==> src/rtl/smbus_cfg_pkg.sv <==
package smbus_cfg_pkg;
  typedef enum logic [2:0] {
    ST_IDLE,
    ST_ADDR,
    ST_CMD,
    ST_CNT,
    ST_WDATA,
    ST_TX,
    ST_IGNORE
  } stage_e;

  localparam int OFS_W = 7;
endpackage

==> src/rtl/smbus_cfg_sync.sv <==
module smbus_cfg_sync (
  input  logic clk_i,
  input  logic rst_ni,
  input  logic scl_i,
  input  logic sda_i,
  output logic scl_o,
  output logic sda_o,
  output logic scl_rise_o,
  output logic scl_fall_o,
  output logic start_o,
  output logic stop_o
);
  localparam int STAGES = 2;

  logic [STAGES-1:0] scl_ff, sda_ff;
  logic              scl_d, sda_d;

  always_ff @(posedge clk_i or negedge rst_ni) begin
    if (!rst_ni) begin
      scl_ff <= '1;
      sda_ff <= '1;
      scl_d  <= 1'b1;
      sda_d  <= 1'b1;
    end else begin
      scl_ff <= {scl_ff[STAGES-2:0], scl_i};
      sda_ff <= {sda_ff[STAGES-2:0], sda_i};
      scl_d  <= scl_ff[STAGES-1];
      sda_d  <= sda_ff[STAGES-1];
    end
  end

  assign scl_o      = scl_ff[STAGES-1];
  assign sda_o      = sda_ff[STAGES-1];
  assign scl_rise_o = scl_o & ~scl_d;
  assign scl_fall_o = ~scl_o & scl_d;
  // SDA moving while SCL stays high marks a bus condition
  assign start_o    = scl_o & scl_d & sda_d & ~sda_o;
  assign stop_o     = scl_o & scl_d & ~sda_d & sda_o;
endmodule

==> src/rtl/smbus_cfg_regs.sv <==
module smbus_cfg_regs #(
  parameter int                  NUM_REGS = 8,
  parameter int                  AW       = 3,
  parameter logic [NUM_REGS*8-1:0] REG_INIT = '0
) (
  input  logic          clk_i,
  input  logic          rst_ni,
  input  logic          bus_we_i,
  input  logic [6:0]    bus_ofs_i,
  input  logic [7:0]    bus_wdata_i,
  input  logic [6:0]    bus_rofs_i,
  output logic [7:0]    bus_rdata_o,
  input  logic [AW-1:0] loc_addr_i,
  input  logic          loc_we_i,
  input  logic [7:0]    loc_wdata_i,
  output logic [7:0]    loc_rdata_o
);
  logic [7:0] mem_q [NUM_REGS];

  always_ff @(posedge clk_i or negedge rst_ni) begin
    if (!rst_ni) begin
      for (int i = 0; i < NUM_REGS; i++) mem_q[i] <= REG_INIT[i*8 +: 8];
    end else begin
      for (int i = 0; i < NUM_REGS; i++) begin
        if (bus_we_i && int'(bus_ofs_i) == i) mem_q[i] <= bus_wdata_i;
        else if (loc_we_i && int'(loc_addr_i) == i) mem_q[i] <= loc_wdata_i;
      end
    end
  end

  // unmatched offsets read as zero
  always_comb begin
    bus_rdata_o = '0;
    loc_rdata_o = '0;
    for (int i = 0; i < NUM_REGS; i++) begin
      if (int'(bus_rofs_i) == i) bus_rdata_o = mem_q[i];
      if (int'(loc_addr_i) == i) loc_rdata_o = mem_q[i];
    end
  end

  p_bus_write_lands_r3: assert property (@(posedge clk_i) disable iff (!rst_ni)
    (bus_we_i && int'(bus_ofs_i) < NUM_REGS)
      |=> mem_q[$past(bus_ofs_i[AW-1:0])] == $past(bus_wdata_i))
    else $error("bus write not stored");
endmodule

==> src/rtl/smbus_cfg_fsm.sv <==
module smbus_cfg_fsm
  import smbus_cfg_pkg::*;
#(
  parameter logic [6:0] DEV_ADDR = 7'h69,
  parameter int         NUM_REGS = 8
) (
  input  logic       clk_i,
  input  logic       rst_ni,
  input  logic       scl_i,
  input  logic       sda_i,
  input  logic       scl_rise_i,
  input  logic       scl_fall_i,
  input  logic       start_i,
  input  logic       stop_i,
  input  logic [7:0] rd_data_i,
  output logic [6:0] rd_ofs_o,
  output logic       wr_en_o,
  output logic [6:0] wr_ofs_o,
  output logic [7:0] wr_data_o,
  output logic       sda_oe_o
);
  localparam logic [7:0] CNT_BYTE = 8'(NUM_REGS);

  stage_e     stage_q;
  logic [3:0] bit_cnt_q;
  logic       in_ack_q, block_q, m_nack_q;
  logic [7:0] rx_sh_q, tx_sh_q;
  logic [6:0] ptr_q;
  logic       rx_stage, byte_done;
  logic [2:0] tx_idx;

  assign rx_stage  = stage_q inside {ST_ADDR, ST_CMD, ST_CNT, ST_WDATA};
  assign byte_done = !in_ack_q && bit_cnt_q == 4'd8 && (rx_stage || stage_q == ST_TX);
  assign tx_idx    = 3'(4'd7 - bit_cnt_q);
  assign rd_ofs_o  = ptr_q;

  always_ff @(posedge clk_i or negedge rst_ni) begin
    if (!rst_ni) begin
      stage_q   <= ST_IDLE;
      bit_cnt_q <= '0;
      in_ack_q  <= 1'b0;
      block_q   <= 1'b0;
      m_nack_q  <= 1'b0;
      rx_sh_q   <= '0;
      tx_sh_q   <= '0;
      ptr_q     <= '0;
      wr_en_o   <= 1'b0;
      wr_ofs_o  <= '0;
      wr_data_o <= '0;
      sda_oe_o  <= 1'b0;
    end else begin
      wr_en_o <= 1'b0;
      if (start_i) begin
        stage_q   <= ST_ADDR;
        bit_cnt_q <= '0;
        in_ack_q  <= 1'b0;
        sda_oe_o  <= 1'b0;
      end else if (stop_i) begin
        stage_q   <= ST_IDLE;
        bit_cnt_q <= '0;
        in_ack_q  <= 1'b0;
        sda_oe_o  <= 1'b0;
      end else if (scl_rise_i) begin
        if ((rx_stage || stage_q == ST_TX) && !in_ack_q && bit_cnt_q < 4'd8) begin
          bit_cnt_q <= bit_cnt_q + 4'd1;
          if (rx_stage) rx_sh_q <= {rx_sh_q[6:0], sda_i};
        end
        if (stage_q == ST_TX && in_ack_q) m_nack_q <= sda_i;
      end else if (scl_fall_i) begin
        if (byte_done) begin
          // eighth bit finished: open the acknowledge slot
          in_ack_q <= 1'b1;
          unique case (stage_q)
            ST_ADDR: begin
              if (rx_sh_q[7:1] == DEV_ADDR) begin
                sda_oe_o <= 1'b1;
                if (rx_sh_q[0]) begin
                  stage_q <= ST_TX;
                  if (block_q) tx_sh_q <= CNT_BYTE;
                  else begin
                    tx_sh_q <= rd_data_i;
                    ptr_q   <= ptr_q + 7'd1;
                  end
                end else begin
                  stage_q <= ST_CMD;
                end
              end else begin
                stage_q <= ST_IGNORE;
              end
            end
            ST_CMD: begin
              sda_oe_o <= 1'b1;
              block_q  <= ~rx_sh_q[7];
              ptr_q    <= rx_sh_q[7] ? rx_sh_q[6:0] : 7'd0;
              stage_q  <= rx_sh_q[7] ? ST_WDATA : ST_CNT;
            end
            ST_CNT: begin
              sda_oe_o <= 1'b1;
              stage_q  <= ST_WDATA;
            end
            ST_WDATA: begin
              sda_oe_o  <= 1'b1;
              wr_en_o   <= 1'b1;
              wr_ofs_o  <= ptr_q;
              wr_data_o <= rx_sh_q;
              ptr_q     <= ptr_q + 7'd1;
            end
            default: begin
              // transmit: release for master ack, fetch next byte
              sda_oe_o <= 1'b0;
              tx_sh_q  <= rd_data_i;
              ptr_q    <= ptr_q + 7'd1;
            end
          endcase
        end else if (in_ack_q) begin
          in_ack_q  <= 1'b0;
          bit_cnt_q <= '0;
          if (stage_q == ST_TX && !m_nack_q) sda_oe_o <= ~tx_sh_q[7];
          else begin
            sda_oe_o <= 1'b0;
            if (stage_q == ST_TX) stage_q <= ST_IGNORE;
          end
        end else if (stage_q == ST_TX && bit_cnt_q != 4'd0 && bit_cnt_q < 4'd8) begin
          sda_oe_o <= ~tx_sh_q[tx_idx];
        end
      end
    end
  end

  p_release_on_stop_r12: assert property (@(posedge clk_i) disable iff (!rst_ni)
    stop_i |=> !sda_oe_o) else $error("SDA held after STOP");

  p_ignore_quiet_r1: assert property (@(posedge clk_i) disable iff (!rst_ni)
    (stage_q == ST_IGNORE) |-> !sda_oe_o) else $error("drive while ignoring");

  p_sda_moves_scl_low_r7: assert property (@(posedge clk_i) disable iff (!rst_ni)
    (!$stable(sda_oe_o) && !$past(start_i) && !$past(stop_i)) |-> !scl_i)
    else $error("SDA changed with SCL high");

  p_bit_count_bound_r7: assert property (@(posedge clk_i) disable iff (!rst_ni)
    bit_cnt_q <= 4'd8) else $error("bit counter overrun");

  p_rx_ack_slot_r5: assert property (@(posedge clk_i) disable iff (!rst_ni)
    (stage_q inside {ST_CMD, ST_CNT, ST_WDATA} && sda_oe_o) |-> in_ack_q)
    else $error("receive drive outside ack slot");
endmodule

==> src/rtl/smbus_cfg_slave.sv <==
module smbus_cfg_slave #(
  parameter logic [6:0]            DEV_ADDR = 7'h69,
  parameter int                    NUM_REGS = 8,
  parameter logic [NUM_REGS*8-1:0] REG_INIT = 64'h3CA5_00FF_8142_7E19,
  localparam int                   AW       = (NUM_REGS > 1) ? $clog2(NUM_REGS) : 1
) (
  input  logic          clk_i,
  input  logic          rst_ni,
  input  logic          scl_i,
  input  logic          sda_i,
  output logic          sda_oe_o,
  input  logic [AW-1:0] loc_addr_i,
  input  logic          loc_we_i,
  input  logic [7:0]    loc_wdata_i,
  output logic [7:0]    loc_rdata_o
);
  logic       scl_s, sda_s, scl_rise, scl_fall, start_c, stop_c;
  logic       wr_en;
  logic [6:0] wr_ofs, rd_ofs;
  logic [7:0] wr_data, rd_data;

  smbus_cfg_sync u_sync (
    .clk_i      (clk_i),
    .rst_ni     (rst_ni),
    .scl_i      (scl_i),
    .sda_i      (sda_i),
    .scl_o      (scl_s),
    .sda_o      (sda_s),
    .scl_rise_o (scl_rise),
    .scl_fall_o (scl_fall),
    .start_o    (start_c),
    .stop_o     (stop_c)
  );

  smbus_cfg_fsm #(
    .DEV_ADDR (DEV_ADDR),
    .NUM_REGS (NUM_REGS)
  ) u_fsm (
    .clk_i      (clk_i),
    .rst_ni     (rst_ni),
    .scl_i      (scl_s),
    .sda_i      (sda_s),
    .scl_rise_i (scl_rise),
    .scl_fall_i (scl_fall),
    .start_i    (start_c),
    .stop_i     (stop_c),
    .rd_data_i  (rd_data),
    .rd_ofs_o   (rd_ofs),
    .wr_en_o    (wr_en),
    .wr_ofs_o   (wr_ofs),
    .wr_data_o  (wr_data),
    .sda_oe_o   (sda_oe_o)
  );

  smbus_cfg_regs #(
    .NUM_REGS (NUM_REGS),
    .AW       (AW),
    .REG_INIT (REG_INIT)
  ) u_regs (
    .clk_i       (clk_i),
    .rst_ni      (rst_ni),
    .bus_we_i    (wr_en),
    .bus_ofs_i   (wr_ofs),
    .bus_wdata_i (wr_data),
    .bus_rofs_i  (rd_ofs),
    .bus_rdata_o (rd_data),
    .loc_addr_i  (loc_addr_i),
    .loc_we_i    (loc_we_i),
    .loc_wdata_i (loc_wdata_i),
    .loc_rdata_o (loc_rdata_o)
  );
endmodule

==> config.mk <==
export PLATFORM = sky130hd
export DESIGN_NAME = smbus_cfg_slave
export DESIGN_NICKNAME = d
export VERILOG_FILES = /design/src/rtl/smbus_cfg_pkg.sv /design/src/rtl/smbus_cfg_sync.sv /design/src/rtl/smbus_cfg_regs.sv /design/src/rtl/smbus_cfg_fsm.sv /design/src/rtl/smbus_cfg_slave.sv
export SDC_FILE = /design/constraint.sdc
export NUM_CORES = 1
export LEC_CHECK = 0
export ABC_AREA = 0
export ABC_CLOCK_PERIOD_IN_PS = 7700
export BUFFER_PORTS_ARGS = -buffer_cell sky130_fd_sc_hd__buf_2
export CORE_MARGIN = 4
export CORE_UTILIZATION = 35
export DETAILED_ROUTE_END_ITERATION = 8
export PLACE_DENSITY = 0.58
export SYNTH_ARGS = -nofsm -noshare
export SYNTH_HDL_FRONTEND = slang
export SYNTH_SLANG_ARGS = --single-unit
==> constraint.sdc <==
create_clock -name clk_i -period 7.7 [get_ports clk_i]
set_input_delay 1.925 -clock clk_i [delete_from_list [all_inputs] [get_ports clk_i]]
set_output_delay 1.925 -clock clk_i [all_outputs]
set_load 0.005 [all_outputs]
======== Yosys cells after proc, flatten, opt, wreduce, memory -nomap -nowiden ========
Cells that the tools add are included.
cells by class
  bitwise logic cells ..................... 19
  magnitude comparators ................... 2
  muxes and demuxes ....................... 83
  eq/ne operators ......................... 37
  reduce and logical (&&, ||, !) cells .... 57
  $add $sub $neg .......................... 3
operators with widths
  kind                                           number
  two-way mux 8 bit                              35
  == test 7 x 4 -> 1 bit, second input constant  8
  two-way mux 3 bit                              11
  == test 7 x 3 -> 1 bit, second input constant  4
  two-way mux 4 bit                              7
  two-way mux 7 bit                              4
  logical AND 1 bit                              24
  nonzero test 4 bit                             6
  two-way mux 1 bit                              21
  case mux 7 bit (3 select lines)                1
  == test 3 bit, second input constant           6
  AND reduction 6 bit                            3
  case mux 8 bit (2 select lines)                1
  nonzero test 2 bit                             8
  == test 7 x 2 -> 1 bit, second input constant  2
  logical NOT 7 bit                              2
  == test 3 x 2 -> 1 bit, second input constant  4
  inverter 1 bit                                 12
  AND reduction 4 bit                            3
  case mux 3 bit (3 select lines)                1
  AND reduction 9 bit                            1
  AND reduction 8 bit                            1
  adder 7 x 1 -> 7 bit, second input constant    1
  bitwise AND 1 bit                              7
  25 further kinds                               28
storage, ports and cells
  register bits ........................... 120
  logic and storage cells ................. 225
  output and inout port bits .............. 9

======== Logic depth before layout (Yosys ltp) ========
  word-level depth ........................ 13
  mapped depth ............................ 9
  mapped depth without buffers ............ 7

======== Hierarchy ========
Synthesis repeated with hierarchy kept, for this count alone.
unflattened totals
  cell total of the unflattened synthesis .. 752
  area, all modules ....................... 7233.2 µm²
modules (own cells, without submodules)
  module          instances  area an instance (µm²)  cells an instance
  smbus_cfg_regs  1          4439.3                  503
  smbus_cfg_fsm   1          2603.7                  239
  smbus_cfg_sync  1          190.2                   10

======== Worst setup path after synthesis ========
No wires, ideal clock.
  path kind ............................... input -> output
  from .................................... input port loc_addr_i[1]
  to ...................................... output port loc_rdata_o[3]
  path slack .............................. 2456 ps
  arrival time ............................ 3319 ps
  stages .................................. 6
  required time ........................... 5775 ps
  cells stage by stage .................... clkbuf_1 > buf_1 > clkbuf_1 > mux4_2 > o21ai_0 > nand2_1
between the ends
  word-level cells in the longest chain between the ends .. 9
  elaborated cells on any way between the ends .. 16
ends and longest elaborated chain
  element                          RTL line               RTL
  start, declared                  smbus_cfg_slave.sv:12  input logic [AW-1:0] loc_addr_i,
  logical NOT 3 bit                smbus_cfg_regs.sv:37   if (int'(loc_addr_i) == i) loc_rdata_o = mem_q[i];
  two-way mux 8 bit (7 in series)  smbus_cfg_regs.sv:37
  two-way mux 8 bit *              smbus_cfg_regs.sv:37
  end, declared                    smbus_cfg_slave.sv:15  output logic [7:0] loc_rdata_o
Mark *: on every way between the ends. The rest lies on a longest branch, timed or not.

======== Worst setup path after layout ========
  from .................................... input port loc_addr_i[2]
  to ...................................... output port loc_rdata_o[4]
Same word-level chain as after synthesis.

==> impl_results.md <==
- GRT overflow: 0
- Met3 Resource Use GR: ~3.8%
- CTS tree: yes
- Synth top area share: 29.5%
- Max_cap viols: 0
- Setup TNS: 0 ns
- Setup ws final: 2.19 ns
- Synthesized net count: around 780
- H-tree Lvls: 4
- Gr usage total: a little under a fifth
- Measured slew at the worst slew-check pin: 1.13 ns
- Status: complete, no violations
- Initial core utilization: between 30% and 40%
- DR vias/cell: 5.74
- FP Rows: 52
- Total iterations of the first detailed-routing run: 5
- Dominant cell type by area after synthesis: dfrtp_1
- Detailed router's first-iteration violation count: about 560
- Period utilization: a little under three quarters
- RD Place Congestion: 0.935
- Cells after Synth: 757
- Post-CTS Setup Inserts: 0
- Pre-CTS setup slack: 2.24 ns
- Worst skew pair latency: 0.42 ns
- Async SR Flop Fraction: 100%
- Worst Path Required: 5.78 ns
- Tmin final: roughly 5.5 ns
- First-pass GRT wire length: about 33,000 um
- R2r startpoint: u_fsm.rd_ofs_o[3]$_DFFE_PN0P_
- Clock sink count: 120
- Detailed-route via count: approximately 5,900
- Pin count of the biggest net entering global routing: 78
- Fin. max-slew vios: 0
- Register area: a little over 3000 um2
- Most frequent cell after synthesis: dfrtp_1
- Area of the multi-input gates: around 3900 um2
- Lkg Pwr: 3.49 nW
- Antenna Violating Nets Remaining: 0
- Max Buffers Root-to-Sink: 2
- Max FO, Critical Path: 28
- Slew HR: ~25%
- Full die area: around 23,000 um2
- Setup violations, final: 0
- Layout net count: roughly 770
- Hold Path Class: reg -> reg
- Final Hold Viols: 0
- Post-DP HPWL: roughly 15,000 um
- Drt drc: 0
- Fillers: between 1,500 and 2,000
- CTS Buf Count: 17
- Area grow syn2layout: 12.0%
- Wire length per cell: roughly 20 um
- CP Launch Type: input port
- Ys flop type: dfrtp_1
- Max VDD drop: 0.135 mV
- Post-CTS Hold Buffers: 0
- IO Pins: 25
- PD cells: roughly 230 nW/um2
- RSZ-0062 raised after global routing: no
- Worst EP arrival: 3.59 ns
- Met2 Use GR: just under 30%
- Clock transition at path regs: roughly 0.060 ns
- Met1 usage: between 20 and 30%
- Core area: 20,200 um2
- Resize count post-CTS: 0
- Post-synth EDFFs: 0
- Initial antenna violation count: 1
- Area contributors post-synth: dfrtp_1 30%, dfstp_2 13%, mux2i_1 10%, o21ai_0 4.5%, nand2_1 4.1%
- Sequential share of the synthesized area: between 40% and 50%
- Post-Syn Area: ~7000 um2
- Vias in the first global route: about 5,700
- Syn Area/Cell: between 9 and 10 um2
- IO buf count: 24
- Die W: ~150 um
- Highest Clock Rate: 181 MHz
- Die Ht: roughly 150 um
- Library cells used by synthesis: 70
- #FFs+latches synth: between 100 and 150
- YS warnings: 0
- Top cells by count, synth: 85 x dfrtp_1, 79 x nand2_1, 75 x mux2i_1
- Crit path from: loc_addr_i[2]
- Crit. End Element: primary output
- Skew final: a little over 0.008 ns
- Busiest grt layer: met2
- Final Routed Wirelength: around 21,000 um
- Root buf cell: clkbuf_16
- Worst Hold Launch: u_sync.sda_ff[0]$_DFF_PN1_
- Layout cells sized above 1: 18.4%
- Critical path type: in -> out
- Diodes inserted: 0
[critical path, stage by stage]
cell,delay [ns]
buf_2,0.41
nor2b_1,0.37
a22o_1,0.19
nand2_1,0.05
o211a_1,0.17
o21ai_0,0.29
buf_2,0.18
[cell type report]
| type | count | area share [%] |
|---|---|---|
| clock buffers | 18 | 5.31 |
| clock inverters | 14 | 2.03 |
| inverters | 15 | 0.697 |
| multi-input cells | 559 | 47.9 |
| flip-flops and latches | 120 | 37.7 |
| well taps | 270 | 4.18 |
| repair buffers | 31 | 2.17 |
[final timing paths]
| kind | to | cells after the start | slack, ns |
|---|---|---|---|
| setup reg to reg | u_fsm.tx_sh_q[2]$_DFFE_PN0P_ | 5 | 4.84 |
| min in group asynchronous | u_fsm.bit_cnt_q[0]$_DFFE_PN0P_ | 1 | 1.50 |
| max in group asynchronous | u_regs.mem_q[44]$_DFFE_PN0P_ | 2 | 4.79 |
| setup / recovery | loc_rdata_o[4] | 7 | 2.19 |
| hold reg to reg | u_sync.sda_ff[1]$_DFF_PN1_ | 0 | 0.36 |
| hold / removal | u_sync.sda_ff[1]$_DFF_PN1_ | 0 | 0.36 |
[placed cells by master (no fill, tap or decap), types with 17 or more instances in the layout]
cell        n
a21oi_1    45
buf_2      23
clkbuf_16  17
dfrtp_1    85
dfstp_2    35
mux2_2     17
mux2i_1    75
nand2_1    79
nor2_1     60
o21ai_0    65
[kinds of logic after synthesis]
logic type	count (synthesis)	share of synthesized area (%)
mux	105	16.3
buf+inv	78	4.34
flops	120	42.3
fa+ha+maj	9	1.56
xor+xnor	2	0.243
compound gates	197	18.3
simple gates	246	17.0
[layer usage]
metal / vias up / routed length [um] / share of wire (%)
met5: - / 7 / 0.033
met2: 183 / 9810 / 47
met3: 44 / 1040 / 5.0
met1: 2920 / 9450 / 45
li1: 2747 / - / -
met4: 2 / 627 / 3.0
[state kept, by name, indices dropped and copies added (netlist names), 3 cells and up]
| signal | flops |
|---|---|
| u_regs.mem_q | 64 |
| u_fsm.rx_sh_q | 8 |
| u_fsm.tx_sh_q | 8 |
| u_fsm.wr_data_o | 8 |
| u_fsm.rd_ofs_o | 7 |
| u_fsm.wr_ofs_o | 7 |
| u_fsm.bit_cnt_q | 4 |
| u_fsm.stage_q | 3 |
[where the power goes]
part           leakage [nW]  internal [mW]  total (mW)  switching [mW]
Sequential             1.46          0.747       0.861           0.114
Combinational          1.76          0.117       0.241           0.124
Clock                 0.280          0.484       0.792           0.308
Total                  3.49           1.35        1.89           0.546
[through the flow]
stage | total power [mW] | instance area [um2] | instances | util [%] | hold slack, ns
after floorplan | 0.991 | 7210 | 757 | - | 0.345
final | 1.89 | 8080 | 1027 | 39.9 | 0.355
after CTS | 1.91 | 8080 | 1027 | 39.9 | 0.357
after global placement | 1.11 | 7480 | 995 | 37.0 | 0.345
after detailed placement | 1.11 | 7480 | 995 | 37.0 | 0.347
after global routing | 1.99 | 8080 | 1027 | 39.9 | 0.361
Power figures use the tool's default switching activity.
